$ cat src/rtl/dwc_pkg.sv
package dwc_pkg;
  localparam int DWC_CODE_W  = 8;
  localparam int DWC_WIPERS  = 2;
  localparam int DWC_DREGS   = 4;
  localparam logic [3:0] DWC_DEV_TYPE = 4'b0101;

  typedef enum logic [3:0] {
    OP_GDR2W  = 4'b0001,
    OP_STEP   = 4'b0010,
    OP_STATUS = 4'b0101,
    OP_GW2DR  = 4'b1000,
    OP_RD_W   = 4'b1001,
    OP_WR_W   = 4'b1010,
    OP_RD_DR  = 4'b1011,
    OP_WR_DR  = 4'b1100,
    OP_DR2W   = 4'b1101,
    OP_W2DR   = 4'b1110
  } dwc_op_e;

  typedef enum logic [2:0] {
    ST_IDLE, ST_ID, ST_INSTR, ST_DATA, ST_REPLY, ST_STEP, ST_DONE
  } dwc_state_e;
endpackage

$ cat src/rtl/dwc_wiper_bank.sv
module dwc_wiper_bank #(
  parameter int W  = 8,
  parameter int NW = 2,
  localparam int PW = (NW > 1) ? $clog2(NW) : 1
) (
  input  logic          clk,
  input  logic          rst_n,
  input  logic [W-1:0]  dr0 [NW],
  input  logic [NW-1:0] wl_en,
  input  logic [W-1:0]  wl_val [NW],
  input  logic          st_en,
  input  logic [PW-1:0] st_sel,
  input  logic          st_up,
  output logic          boot,
  output logic [W-1:0]  wiper_q [NW]
);
  localparam logic [W-1:0] TOP = {W{1'b1}};
  localparam logic [W-1:0] ONE = {{(W-1){1'b0}}, 1'b1};

  always_ff @(posedge clk or negedge rst_n) begin
    if (!rst_n) boot <= 1'b1;
    else        boot <= 1'b0;
  end

  for (genvar w = 0; w < NW; w++) begin : g_wiper
    logic hit;
    assign hit = st_en && (st_sel == PW'(w));

    always_ff @(posedge clk or negedge rst_n) begin
      if (!rst_n) begin
        wiper_q[w] <= '0;
      end else if (boot) begin
        wiper_q[w] <= dr0[w];
      end else if (wl_en[w]) begin
        wiper_q[w] <= wl_val[w];
      end else if (hit) begin
        if (st_up && wiper_q[w] != TOP)       wiper_q[w] <= wiper_q[w] + ONE;
        else if (!st_up && wiper_q[w] != '0)  wiper_q[w] <= wiper_q[w] - ONE;
      end
    end


    boot_load_chk: assert property (@(posedge clk) disable iff (!rst_n)
      boot |=> wiper_q[w] == $past(dr0[w]));

    top_sat_chk: assert property (@(posedge clk) disable iff (!rst_n)
      (hit && st_up && !boot && !wl_en[w] && wiper_q[w] == TOP) |=> wiper_q[w] == TOP);

    bottom_sat_chk: assert property (@(posedge clk) disable iff (!rst_n)
      (hit && !st_up && !boot && !wl_en[w] && wiper_q[w] == '0) |=> wiper_q[w] == '0);

    step_up_chk: assert property (@(posedge clk) disable iff (!rst_n)
      (hit && st_up && !boot && !wl_en[w] && wiper_q[w] != TOP) |=>
        wiper_q[w] == $past(wiper_q[w]) + ONE);
  end
endmodule

$ cat src/rtl/dwc_data_bank.sv
module dwc_data_bank #(
  parameter int W  = 8,
  parameter int NW = 2,
  parameter int ND = 4,
  parameter logic [NW*ND*W-1:0] INIT = '0,
  localparam int RW = (ND > 1) ? $clog2(ND) : 1
) (
  input  logic          clk,
  input  logic          rst_n,
  input  logic          commit,
  input  logic [NW-1:0] we,
  input  logic [RW-1:0] idx,
  input  logic [W-1:0]  val [NW],
  output logic [W-1:0]  dr_q [NW][ND]
);
  for (genvar w = 0; w < NW; w++) begin : g_w
    for (genvar d = 0; d < ND; d++) begin : g_d
      always_ff @(posedge clk or negedge rst_n) begin
        if (!rst_n)
          dr_q[w][d] <= INIT[(w*ND+d)*W +: W];
        else if (commit && we[w] && idx == RW'(d))
          dr_q[w][d] <= val[w];
      end


      hold_chk: assert property (@(posedge clk) disable iff (!rst_n)
        !commit |=> $stable(dr_q[w][d]));
    end
  end
endmodule

$ cat src/rtl/dwc_frame_seq.sv
module dwc_frame_seq
  import dwc_pkg::*;
#(
  parameter int W  = 8,
  parameter int NW = 2,
  parameter int ND = 4,
  localparam int PW = (NW > 1) ? $clog2(NW) : 1,
  localparam int RW = (ND > 1) ? $clog2(ND) : 1
) (
  input  logic          clk,
  input  logic          rst_n,
  input  logic          boot,
  input  logic [1:0]    dev_addr,
  input  logic          frame_start,
  input  logic          frame_end,
  input  logic          rx_valid,
  output logic          rx_ready,
  input  logic [7:0]    rx_data,
  output logic          tx_valid,
  input  logic          tx_ready,
  output logic [7:0]    tx_data,
  input  logic          step_valid,
  input  logic          step_dir,
  input  logic          wip,
  input  logic [W-1:0]  wiper_q [NW],
  input  logic [W-1:0]  dr_q [NW][ND],
  output logic [NW-1:0] wl_en,
  output logic [W-1:0]  wl_val [NW],
  output logic          st_en,
  output logic [PW-1:0] st_sel,
  output logic          st_up,
  output logic          commit,
  output logic [NW-1:0] pend_we,
  output logic [RW-1:0] pend_idx,
  output logic [W-1:0]  pend_val [NW]
);
  dwc_state_e state, nxt;
  dwc_op_e    op_q, op_in;
  logic [PW-1:0] wsel_q, wsel_in;
  logic [RW-1:0] rsel_q, rsel_in, pset_idx;
  logic          rx_fire, id_ok, p_ok, tx_load;
  logic [7:0]    tx_nxt, tx_q;
  logic [NW-1:0] pset_we;
  logic [W-1:0]  pset_val [NW];

  assign rx_ready = !boot && (state != ST_REPLY);
  assign tx_valid = (state == ST_REPLY);
  assign tx_data  = tx_q;
  assign rx_fire  = rx_valid && rx_ready;
  assign id_ok    = (rx_data[7:4] == DWC_DEV_TYPE) && (rx_data[3:2] == 2'b00) &&
                    (rx_data[1:0] == dev_addr);
  assign op_in    = dwc_op_e'(rx_data[7:4]);
  assign rsel_in  = rx_data[RW+1:2];
  assign wsel_in  = rx_data[PW-1:0];
  assign p_ok     = (32'(rx_data[1:0]) < NW);
  assign commit   = frame_end && (|pend_we);
  assign st_sel   = wsel_q;
  assign st_up    = step_dir;

  always_comb begin
    nxt      = state;
    wl_en    = '0;
    pset_we  = '0;
    pset_idx = rsel_q;
    st_en    = 1'b0;
    tx_load  = 1'b0;
    tx_nxt   = '0;
    for (int w = 0; w < NW; w++) begin
      wl_val[w]   = '0;
      pset_val[w] = '0;
    end
    if (frame_start) begin
      nxt = ST_ID;
    end else if (frame_end) begin
      nxt = ST_IDLE;
    end else begin
      case (state)
        ST_ID: if (rx_fire) nxt = id_ok ? ST_INSTR : ST_DONE;
        ST_INSTR: if (rx_fire) begin
          nxt = ST_DONE;
          pset_idx = rsel_in;
          if (p_ok) begin
            case (op_in)
              OP_RD_W: begin
                tx_load = 1'b1; tx_nxt = 8'(wiper_q[wsel_in]); nxt = ST_REPLY;
              end
              OP_RD_DR: begin
                tx_load = 1'b1; tx_nxt = 8'(dr_q[wsel_in][rsel_in]); nxt = ST_REPLY;
              end
              OP_STATUS: begin
                tx_load = 1'b1; tx_nxt = {7'b0, wip}; nxt = ST_REPLY;
              end
              OP_WR_W, OP_WR_DR: nxt = ST_DATA;
              OP_DR2W: begin
                wl_en[wsel_in]  = 1'b1;
                wl_val[wsel_in] = dr_q[wsel_in][rsel_in];
              end
              OP_W2DR: begin
                pset_we[wsel_in]  = 1'b1;
                pset_val[wsel_in] = wiper_q[wsel_in];
              end
              OP_GDR2W: for (int w = 0; w < NW; w++) begin
                wl_en[w]  = 1'b1;
                wl_val[w] = dr_q[w][rsel_in];
              end
              OP_GW2DR: for (int w = 0; w < NW; w++) begin
                pset_we[w]  = 1'b1;
                pset_val[w] = wiper_q[w];
              end
              OP_STEP: nxt = ST_STEP;
              default: nxt = ST_DONE;
            endcase
          end
        end
        ST_DATA: if (rx_fire) begin
          nxt = ST_DONE;
          if (op_q == OP_WR_W) begin
            wl_en[wsel_q]  = 1'b1;
            wl_val[wsel_q] = rx_data[W-1:0];
          end else begin
            pset_we[wsel_q]  = 1'b1;
            pset_val[wsel_q] = rx_data[W-1:0];
          end
        end
        ST_REPLY: if (tx_ready) nxt = ST_DONE;
        ST_STEP:  st_en = step_valid;
        default:  nxt = state;
      endcase
    end
  end

  always_ff @(posedge clk or negedge rst_n) begin
    if (!rst_n) begin
      state    <= ST_IDLE;
      op_q     <= OP_STATUS;
      wsel_q   <= '0;
      rsel_q   <= '0;
      tx_q     <= '0;
      pend_we  <= '0;
      pend_idx <= '0;
      for (int w = 0; w < NW; w++) pend_val[w] <= '0;
    end else begin
      state <= nxt;
      if (state == ST_INSTR && rx_fire && !frame_start && !frame_end) begin
        op_q   <= op_in;
        wsel_q <= wsel_in;
        rsel_q <= rsel_in;
      end
      if (tx_load) tx_q <= tx_nxt;
      if (frame_start || frame_end) begin
        pend_we <= '0;
      end else if (|pset_we) begin
        pend_idx <= pset_idx;
        for (int w = 0; w < NW; w++) begin
          if (pset_we[w]) begin
            pend_we[w]  <= 1'b1;
            pend_val[w] <= pset_val[w];
          end
        end
      end
    end
  end


  reply_blocks_rx_chk: assert property (@(posedge clk) disable iff (!rst_n)
    tx_valid |-> !rx_ready);

  reply_hold_chk: assert property (@(posedge clk) disable iff (!rst_n)
    (tx_valid && !tx_ready && !frame_start && !frame_end) |=> tx_valid && $stable(tx_data));

  commit_at_end_chk: assert property (@(posedge clk) disable iff (!rst_n)
    commit |-> frame_end);

  step_only_in_mode_chk: assert property (@(posedge clk) disable iff (!rst_n)
    st_en |-> (state == ST_STEP));
endmodule

$ cat src/rtl/dual_wiper_ctrl.sv
module dual_wiper_ctrl
  import dwc_pkg::*;
#(
  parameter int CODE_W = DWC_CODE_W,
  parameter int NWIP   = DWC_WIPERS,
  parameter int NDR    = DWC_DREGS,
  parameter logic [NWIP*NDR*CODE_W-1:0] DR_INIT = {
    8'hC3, 8'hC2, 8'hC1, 8'hC0, 8'h83, 8'h82, 8'h81, 8'h80}
) (
  input  logic                   clk,
  input  logic                   rst_n,
  input  logic [1:0]             dev_addr,
  input  logic                   frame_start,
  input  logic                   frame_end,
  input  logic                   rx_valid,
  output logic                   rx_ready,
  input  logic [7:0]             rx_data,
  output logic                   tx_valid,
  input  logic                   tx_ready,
  output logic [7:0]             tx_data,
  input  logic                   step_valid,
  input  logic                   step_dir,
  input  logic                   wip,
  output logic                   commit_req,
  output logic [NWIP*CODE_W-1:0] wiper_codes
);
  localparam int PW = (NWIP > 1) ? $clog2(NWIP) : 1;
  localparam int RW = (NDR > 1) ? $clog2(NDR) : 1;

  logic              boot, st_en, st_up;
  logic [PW-1:0]     st_sel;
  logic [NWIP-1:0]   wl_en, pend_we;
  logic [RW-1:0]     pend_idx;
  logic [CODE_W-1:0] wl_val [NWIP];
  logic [CODE_W-1:0] pend_val [NWIP];
  logic [CODE_W-1:0] wiper_q [NWIP];
  logic [CODE_W-1:0] dr0 [NWIP];
  logic [CODE_W-1:0] dr_q [NWIP][NDR];

  for (genvar w = 0; w < NWIP; w++) begin : g_out
    assign wiper_codes[w*CODE_W +: CODE_W] = wiper_q[w];
    assign dr0[w] = dr_q[w][0];
  end

  dwc_frame_seq #(.W(CODE_W), .NW(NWIP), .ND(NDR)) seq_i (
    .clk(clk), .rst_n(rst_n), .boot(boot), .dev_addr(dev_addr),
    .frame_start(frame_start), .frame_end(frame_end),
    .rx_valid(rx_valid), .rx_ready(rx_ready), .rx_data(rx_data),
    .tx_valid(tx_valid), .tx_ready(tx_ready), .tx_data(tx_data),
    .step_valid(step_valid), .step_dir(step_dir), .wip(wip),
    .wiper_q(wiper_q), .dr_q(dr_q),
    .wl_en(wl_en), .wl_val(wl_val), .st_en(st_en), .st_sel(st_sel), .st_up(st_up),
    .commit(commit_req), .pend_we(pend_we), .pend_idx(pend_idx), .pend_val(pend_val)
  );

  dwc_wiper_bank #(.W(CODE_W), .NW(NWIP)) wipers_i (
    .clk(clk), .rst_n(rst_n), .dr0(dr0), .wl_en(wl_en), .wl_val(wl_val),
    .st_en(st_en), .st_sel(st_sel), .st_up(st_up), .boot(boot), .wiper_q(wiper_q)
  );

  dwc_data_bank #(.W(CODE_W), .NW(NWIP), .ND(NDR), .INIT(DR_INIT)) dregs_i (
    .clk(clk), .rst_n(rst_n), .commit(commit_req), .we(pend_we), .idx(pend_idx),
    .val(pend_val), .dr_q(dr_q)
  );
endmodule

$ cat config.mk
export PLATFORM = sky130hd
export DESIGN_NAME = dual_wiper_ctrl
export DESIGN_NICKNAME = d
export VERILOG_FILES = /design/src/rtl/dwc_pkg.sv /design/src/rtl/dwc_wiper_bank.sv /design/src/rtl/dwc_data_bank.sv /design/src/rtl/dwc_frame_seq.sv /design/src/rtl/dual_wiper_ctrl.sv
export SDC_FILE = /design/constraint.sdc
export NUM_CORES = 1
export LEC_CHECK = 0
export ABC_AREA = 1
export BUFFER_PORTS_ARGS = -buffer_cell sky130_fd_sc_hd__buf_2
export CAP_MARGIN = 20
export CELL_PAD_IN_SITES_DETAIL_PLACEMENT = 0
export CELL_PAD_IN_SITES_GLOBAL_PLACEMENT = 2
export CORE_MARGIN = 4
export CORE_UTILIZATION = 38
export DETAILED_ROUTE_END_ITERATION = 7
export GPL_ROUTABILITY_DRIVEN = 0
export PLACE_DENSITY = 0.89
export SLEW_MARGIN = 20
export SYNTH_ARGS = -nofsm -noshare
export SYNTH_HDL_FRONTEND = slang
export SYNTH_SLANG_ARGS = --single-unit
export TNS_END_PERCENT = 100
$ cat constraint.sdc
create_clock -name clk -period 5.3 [get_ports clk]
set_input_delay 1.06 -clock clk [delete_from_list [all_inputs] [get_ports clk]]
set_output_delay 1.06 -clock clk [all_outputs]
set_load 0.01 [all_outputs]
Word level (Yosys, flattened, before mapping)
Cells that the tools add are included.
- ROM bits: 0
- input bits: 19
- bits in latches: 0
- register bits after elaboration: 119
- word-level logic and storage cells: 225
- bits in writable memories: 0
- memories: 0
- output and inout port bits: 27
- magnitude comparators: 10
- div/mod/pow operators: 0
- equal/unequal tests: 27
- reduce and logical (&&, ||, !) cells: 57
- multiplexer cells: 98
- $mul: 0
- shift operators: 0
- bitwise gates (word level): 8
- add/sub/neg operators: 4
- operators by type and width (kind ; number):
    8-bit 2-to-1 mux ; 26
    16-bit 2-to-1 mux ; 12
    16-bit one-hot mux with 2 select lines ; 4
    32-bit 2-to-1 mux ; 3
    16-bit bitwise AND ; 3
    8-bit binary-select mux with 2-bit select ; 3
    2-bit 2-to-1 mux ; 18
    4-bit == test (second input constant) ; 8
    1-bit logical AND ; 28
    3-bit 2-to-1 mux ; 8
    8-bit one-hot mux with 3 select lines ; 1
    8-bit by 1-bit adder with 8-bit output (second input constant) ; 2
    8-bit demux with 1-bit select ; 2
    4-bit by 3-bit != test with 1-bit output (second input constant) ; 4
    8-bit != test (second input constant) ; 2
    2-bit one-hot mux with 2 select lines ; 4
    8-bit nonzero test ; 2
    8-bit by 1-bit subtractor with 8-bit output (second input constant) ; 2
    1-bit 2-to-1 mux ; 13
    3-bit one-hot mux with 4 select lines ; 1
    2-bit AND reduction ; 5
    3-bit one-hot mux with 3 select lines ; 1
    4-bit nonzero test ; 2
    3-bit by 2-bit == test with 1-bit output (second input constant) ; 2
    29 further kinds ; 48

Logic depth before layout (Yosys ltp)
- depth after elaboration: 16
- mapped depth: 17
- gate-level depth less buffers: 17

By module
From an unflattened synthesis, not the netlist that was laid out.
- cell total of the unflattened synthesis: 1179
- area, all modules: 8094.0 um^2
- by module, submodules not included (module ; sequential area each (um^2) ; cells an instance ; area an instance (um^2) ; instances):
    dwc_frame_seq ; 953.4 ; 603 ; 3608.5 ; 1
    dwc_data_bank ; 1626.6 ; 284 ; 2555.0 ; 1
    dwc_wiper_bank ; 426.7 ; 292 ; 1930.6 ; 1

Worst setup path after synthesis
OpenSTA, ideal clock, no wires.
- path type: in2reg
- from: input step_dir
- to: register wipers_i.wiper_q[15] (netlist bit)
- setup time: 0.116 ns
- buffers on the path: 0
- stages on the path: 14
- arrival: 2.330 ns
- setup slack: 2.853 ns
- required time: 5.184 ns
- cell sequence: nand2_1 > ha_1 > a21oi_1 > nand2_1 > nand2_1 > nand2_1 > nand2_1 > nand2_1 > nand3_1 > nand2_1 > nand2_1 > nand2_1 > nand2_1 > nand2_1
- word-level cells in the longest chain between the ends: 5
- elaborated cells on any way between the ends: 9
- those cells by class: 4 x mux; 5 x reduce/logical
- RTL lines (item ; RTL line ; text):
    start: declaration ; dual_wiper_ctrl.sv:22 ; input logic step_dir,
    1-bit logical AND ; dwc_wiper_bank.sv:37 ; if (st_up && wiper_q[w] != TOP) wiper_q[w] <= wiper_q[w] + ONE;
    8-bit 2-to-1 mux ; dwc_wiper_bank.sv:37 ;
    8-bit 2-to-1 mux ; dwc_wiper_bank.sv:36 ; end else if (hit) begin
    8-bit 2-to-1 mux ; dwc_wiper_bank.sv:34 ; end else if (wl_en[w]) begin
    8-bit 2-to-1 mux ; dwc_wiper_bank.sv:32 ; end else if (boot) begin
    end signal: indexed assignment ; dwc_wiper_bank.sv:33 ; wiper_q[w] <= dr0[w];
    end signal: indexed assignment ; dwc_wiper_bank.sv:35 ; wiper_q[w] <= wl_val[w];
    end: declaration ; dwc_wiper_bank.sv:15 ; output logic [W-1:0] wiper_q [NW]
Parallel ways exist; a longest one is shown, timed or not. The select of a mux whose other input is x is not followed.
A chain may end at the register's enable or synchronous reset.

Worst setup path after layout
- from: input rx_data[0]
- to: register wipers_i.wiper_q[13] (netlist bit)
- word-level cells in the longest chain between the ends: 16
- elaborated cells on any way between the ends: 36
- those cells by class: 5 x order compare; 24 x mux; 2 x bitwise; 5 x reduce/logical
- RTL lines (item ; RTL line ; text):
    start: declaration ; dual_wiper_ctrl.sv:17 ; input logic [7:0] rx_data,
    1-bit inverter with 2-bit output (not written as such) ; dwc_frame_seq.sv:96 ; wl_val[wsel_in] = dr_q[wsel_in][rsel_in];
    32-bit 2-to-1 mux (not written as such) (3 in series) ; dwc_frame_seq.sv:96 ;
    8-bit binary-select mux with 2-bit select ; dwc_frame_seq.sv:96 ;
    8-bit 2-to-1 mux (not written as such) (2 in series) ; dwc_frame_seq.sv:96 ;
    16-bit bitwise AND (no line) ; - ;
    16-bit one-hot mux with 2 select lines ; dwc_frame_seq.sv:83 ; case (op_in)
    16-bit 2-to-1 mux ; dwc_frame_seq.sv:82 ; if (p_ok) begin
    16-bit 2-to-1 mux ; dwc_frame_seq.sv:79 ; ST_INSTR: if (rx_fire) begin
    16-bit one-hot mux with 2 select lines ; dwc_frame_seq.sv:77 ; case (state)
    16-bit 2-to-1 mux ; dwc_frame_seq.sv:74 ; end else if (frame_end) begin
    16-bit 2-to-1 mux ; dwc_frame_seq.sv:72 ; if (frame_start) begin
    8-bit 2-to-1 mux ; dwc_wiper_bank.sv:34 ;
    8-bit 2-to-1 mux ; dwc_wiper_bank.sv:32 ;
Parallel ways exist; a longest one is shown, timed or not. The select of a mux whose other input is x is not followed.

==> run_results.csv <==
group,metric,value,unit
clock_network,htreeDepth,4,
route,final_antenna_net_count,0,
route,drc,0,
pwr,finalPower,2.64,mW
global_routing,grt_usage,24.0,%
clock_network,post_cts_buffers,0,
setup_path,path_max_fanout,28,
global_routing,grt_pass1_wl,40.4,mm
setup_path,cp.arrival,3.68,ns
timing,setup_viol,0,
yosys,ys.warnings.count,0,
yosys,synth_area_leader_cell,"dfrtp_1",
setup_path,cp-start-kind,"input port",
pwr,p_sw,851,µW
route,vias_per_cell,5.31,
setup_path,startpoint,"rx_data[0]",
setup_path,cp-endpoint,"wipers_i.wiper_q[13]$_DFFE_PN0P_",
pwr,power.density,316,mW/mm²
placement,port_buffers,45,
floorplan,rows,50,
floorplan,initial_utilization,39.1,%
pwr,switching_share,32.2,%
status,status,"finished, final reports clean",
yosys,synth_area,0.00738,mm²
hold_path,hold_path.class,"reg -> reg",
timing,tightest_slew,1.09,ns
layout,multi_input_area,0.00386,mm²
layout,syn_to_final_growth,13.3,%
route,drt_first_pass_iters,5,
setup_path,reg2reg_slack,2.64,ns
pwr,clockPowerShare,41.7,%
clock_network,cts.path.max_buffers,2,
pwr,p_leak,4.14,nW
layout,seq_area,0.00301,mm²
placement,dpl.hpwl,19.3,mm
run,maxCapViolations,0,
pwr,p_seq_share,40.0,%
floorplan,die_x,147,µm
timing,slew_headroom,27.2,%
global_routing,antenna_found_initial,0,
setup_path,timing.rr.start,"wipers_i.wiper_q[11]$_DFFE_PN0P_",
global_routing,grt_max_degree,48,
timing,rsz0062_at_grt,"no",
timing,hold_viol,0,
clock_network,cts_tree,"done",
layout,drive_above_1_share,12.7,%
floorplan,core,0.0189,mm²
route,wirelength,25.6,mm
clock_network,path_clk_slew,0.06,ns
pwr,vdd.ir_drop.worst,0.223,mV
clock_network,insertion_delay,0.42,ns
setup_path,reg2reg_to,"wipers_i.wiper_q[13]$_DFFE_PN0P_",
yosys,synth_fp_nets,1081,
floorplan,io_pins,46,
global_routing,grt_busiest_layer,"met2",
setup_path,critical_path.endpoint_type,"flip-flop",
timing,fin_crit_sh,62.6,%
pwr,internal_power,1.79,mW
layout,fillCellCount,2020,
timing,final_max_slew_viol_count,0,
global_routing,grtUsageMet2,36.4,%
setup_path,worstSetupPathType,"in -> reg",
clock_network,cts-resized-gates,0,
floorplan,die-area,0.0217,mm²
yosys,yosysUniqueCellTypes,41,
global_routing,grt_pass1_vias,6931,
clock_network,postCtsHoldBufs,0,
route,wl_per_cell,18.9,µm
yosys,avgSynthCellArea,7.05,µm²
timing,skew,0.00607,ns
global_routing,grtUsageMet1,34.3,%
yosys,netlist_instances,1048,
layout,antenna_cells,0,
global_routing,use_met3,5.30,%
route,drtIter0Drc,642,
layout,nNetsFinal,1114,
yosys,synth.ff_latch_count,119,
yosys,yosysSeqAreaShare,40.7,%
clock_network,numCtsBuffers,17,
yosys,synthTopCellsByArea,"dfrtp_1 33%, nand2_1 18%, dfstp_2 8.2%",
global_routing,grt.overflow.total,0,
setup_path,crit_required,5.66,ns
yosys,netlist.area_leader.share,32.5,%
clock_network,clock_sink_count,119,
setup_path,rr_worst_depth,15,
layout,layout_common_cells,"348 x nand2_1, 120 x nand3_1, 96 x dfrtp_1",
route,dr_total_vias,7196,
pwr,p_comb_share,18.3,%
timing,setup-tns-final,0,ns
clock_network,clockRootBuffer,"clkbuf_16",
timing,period_minus_slack,3.32,ns
floorplan,die_h,147,µm
layout,final_common_cell,"nand2_1",
timing,fmax,301,MHz
[how the worst min path moves through the flow]
stage	startpoint	endpoint	slack (ns)	depth (start not counted)
2_1_floorplan	seq_i.pend_we[1]$_DFFE_PN0P_	seq_i.pend_we[1]$_DFFE_PN0P_	0.45	2
3_3_place_gp	dregs_i.dr_q[18]$_DFFE_PN0P_	dregs_i.dr_q[18]$_DFFE_PN0P_	0.47	2
3_5_place_dp	seq_i.pend_we[1]$_DFFE_PN0P_	seq_i.pend_we[1]$_DFFE_PN0P_	0.47	2
4_1_cts	seq_i.pend_we[1]$_DFFE_PN0P_	seq_i.pend_we[1]$_DFFE_PN0P_	0.48	2
5_1_grt	dregs_i.dr_q[42]$_DFFE_PN0P_	dregs_i.dr_q[42]$_DFFE_PN0P_	0.50	2
6_report	seq_i.pend_we[1]$_DFFE_PN0P_	seq_i.pend_we[1]$_DFFE_PN0P_	0.48	2
[cell families (layout without fill, tap and decap cells)]
group                    count (synthesis)  count (layout)  share of synthesized area (%)
XOR/XNOR                                10              10                           1.19
multiplexers                             8               8                           1.22
AO/OA/AOI/OAI                          187             187                           13.5
buffers and inverters                  129             175                           7.03
other                                    1               1                         0.0508
adder cells (fa/ha/maj)                 14              14                           2.58
AND/OR/NAND/NOR                        580             580                           33.7
flip-flops                             119             119                           40.7
[cells in the mapped netlist (all sizes together)]
master,instances
a21oi,56
o21a,1
a31oi,1
o21bai,1
ha,12
o21ai,103
clkbuf,23
nor2,81
o2111ai,1
nand2,356
mux2,8
nor3,6
inv,92
clkinv,1
xnor2,3
dfstp,23
buf,13
xor2,7
fa,2
o22ai,17
o211ai,6
nand3,126
dfrtp,96
nand4,10
or2,1
conb,1
a22oi,1
[metal layers]
metal	up-vias	part of all wire (%)
li1	3509	-
met1	3413	47
met2	229	44
met3	45	6.4
met4	0	2.5
met5	-	0
[flip-flops by register name (all words and copies together) (netlist names), 2 cells and up]
name,flops
seq_i.rsel_q,2
seq_i.pend_we,2
wipers_i.wiper_q,16
seq_i.pend_val,16
seq_i.op_q,4
seq_i.pend_idx,2
seq_i.state,3
dregs_i.dr_q,64
seq_i.tx_data,8
[power groups by stage]
stage	combinational (mW)	sequential [mW]	clock, mW
floorplan	0.311	1.05	0
global placement	0.482	1.07	0
detailed placement	0.481	1.07	0
CTS	0.485	1.06	1.12
global route	0.548	1.07	1.16
finish	0.483	1.06	1.10
[critical path, stage by stage]
cell and delay, ns:
buf_2 0.47, inv_1 0.60, nand3_1 0.27, nand2_1 0.07, nand2_1 0.09, nand2_1 0.05, nand2_1 0.30, nand3_2 0.29
inv_1 0.27, nand2_1 0.10, nand2_1 0.07
[area by class of cell]
| type | count | share of cell area, % |
|---|---|---|
| Multi-Input combinational cell | 800 | 46.1 |
| Sequential cell | 119 | 36.0 |
| Clock buffer | 18 | 5.13 |
| Inverter | 93 | 4.19 |
| Tap cell | 260 | 3.89 |
| Timing Repair Buffer | 50 | 3.17 |
| Clock inverter | 14 | 1.53 |
[per-stage QoR]
step	setup WS [ns]	instances	util, %	hold WS [ns]	area [µm²]
floorplan	2.85	1048	-	0.450	7380
global placement	1.46	1322	41.3	0.467	7800
detailed placement	1.56	1322	41.3	0.468	7800
CTS	2.01	1354	44.3	0.483	8360
global route	1.72	1354	44.3	0.505	8360
finish	1.98	1354	44.3	0.478	8360
No activity file was read; power rests on OpenSTA's default activity.
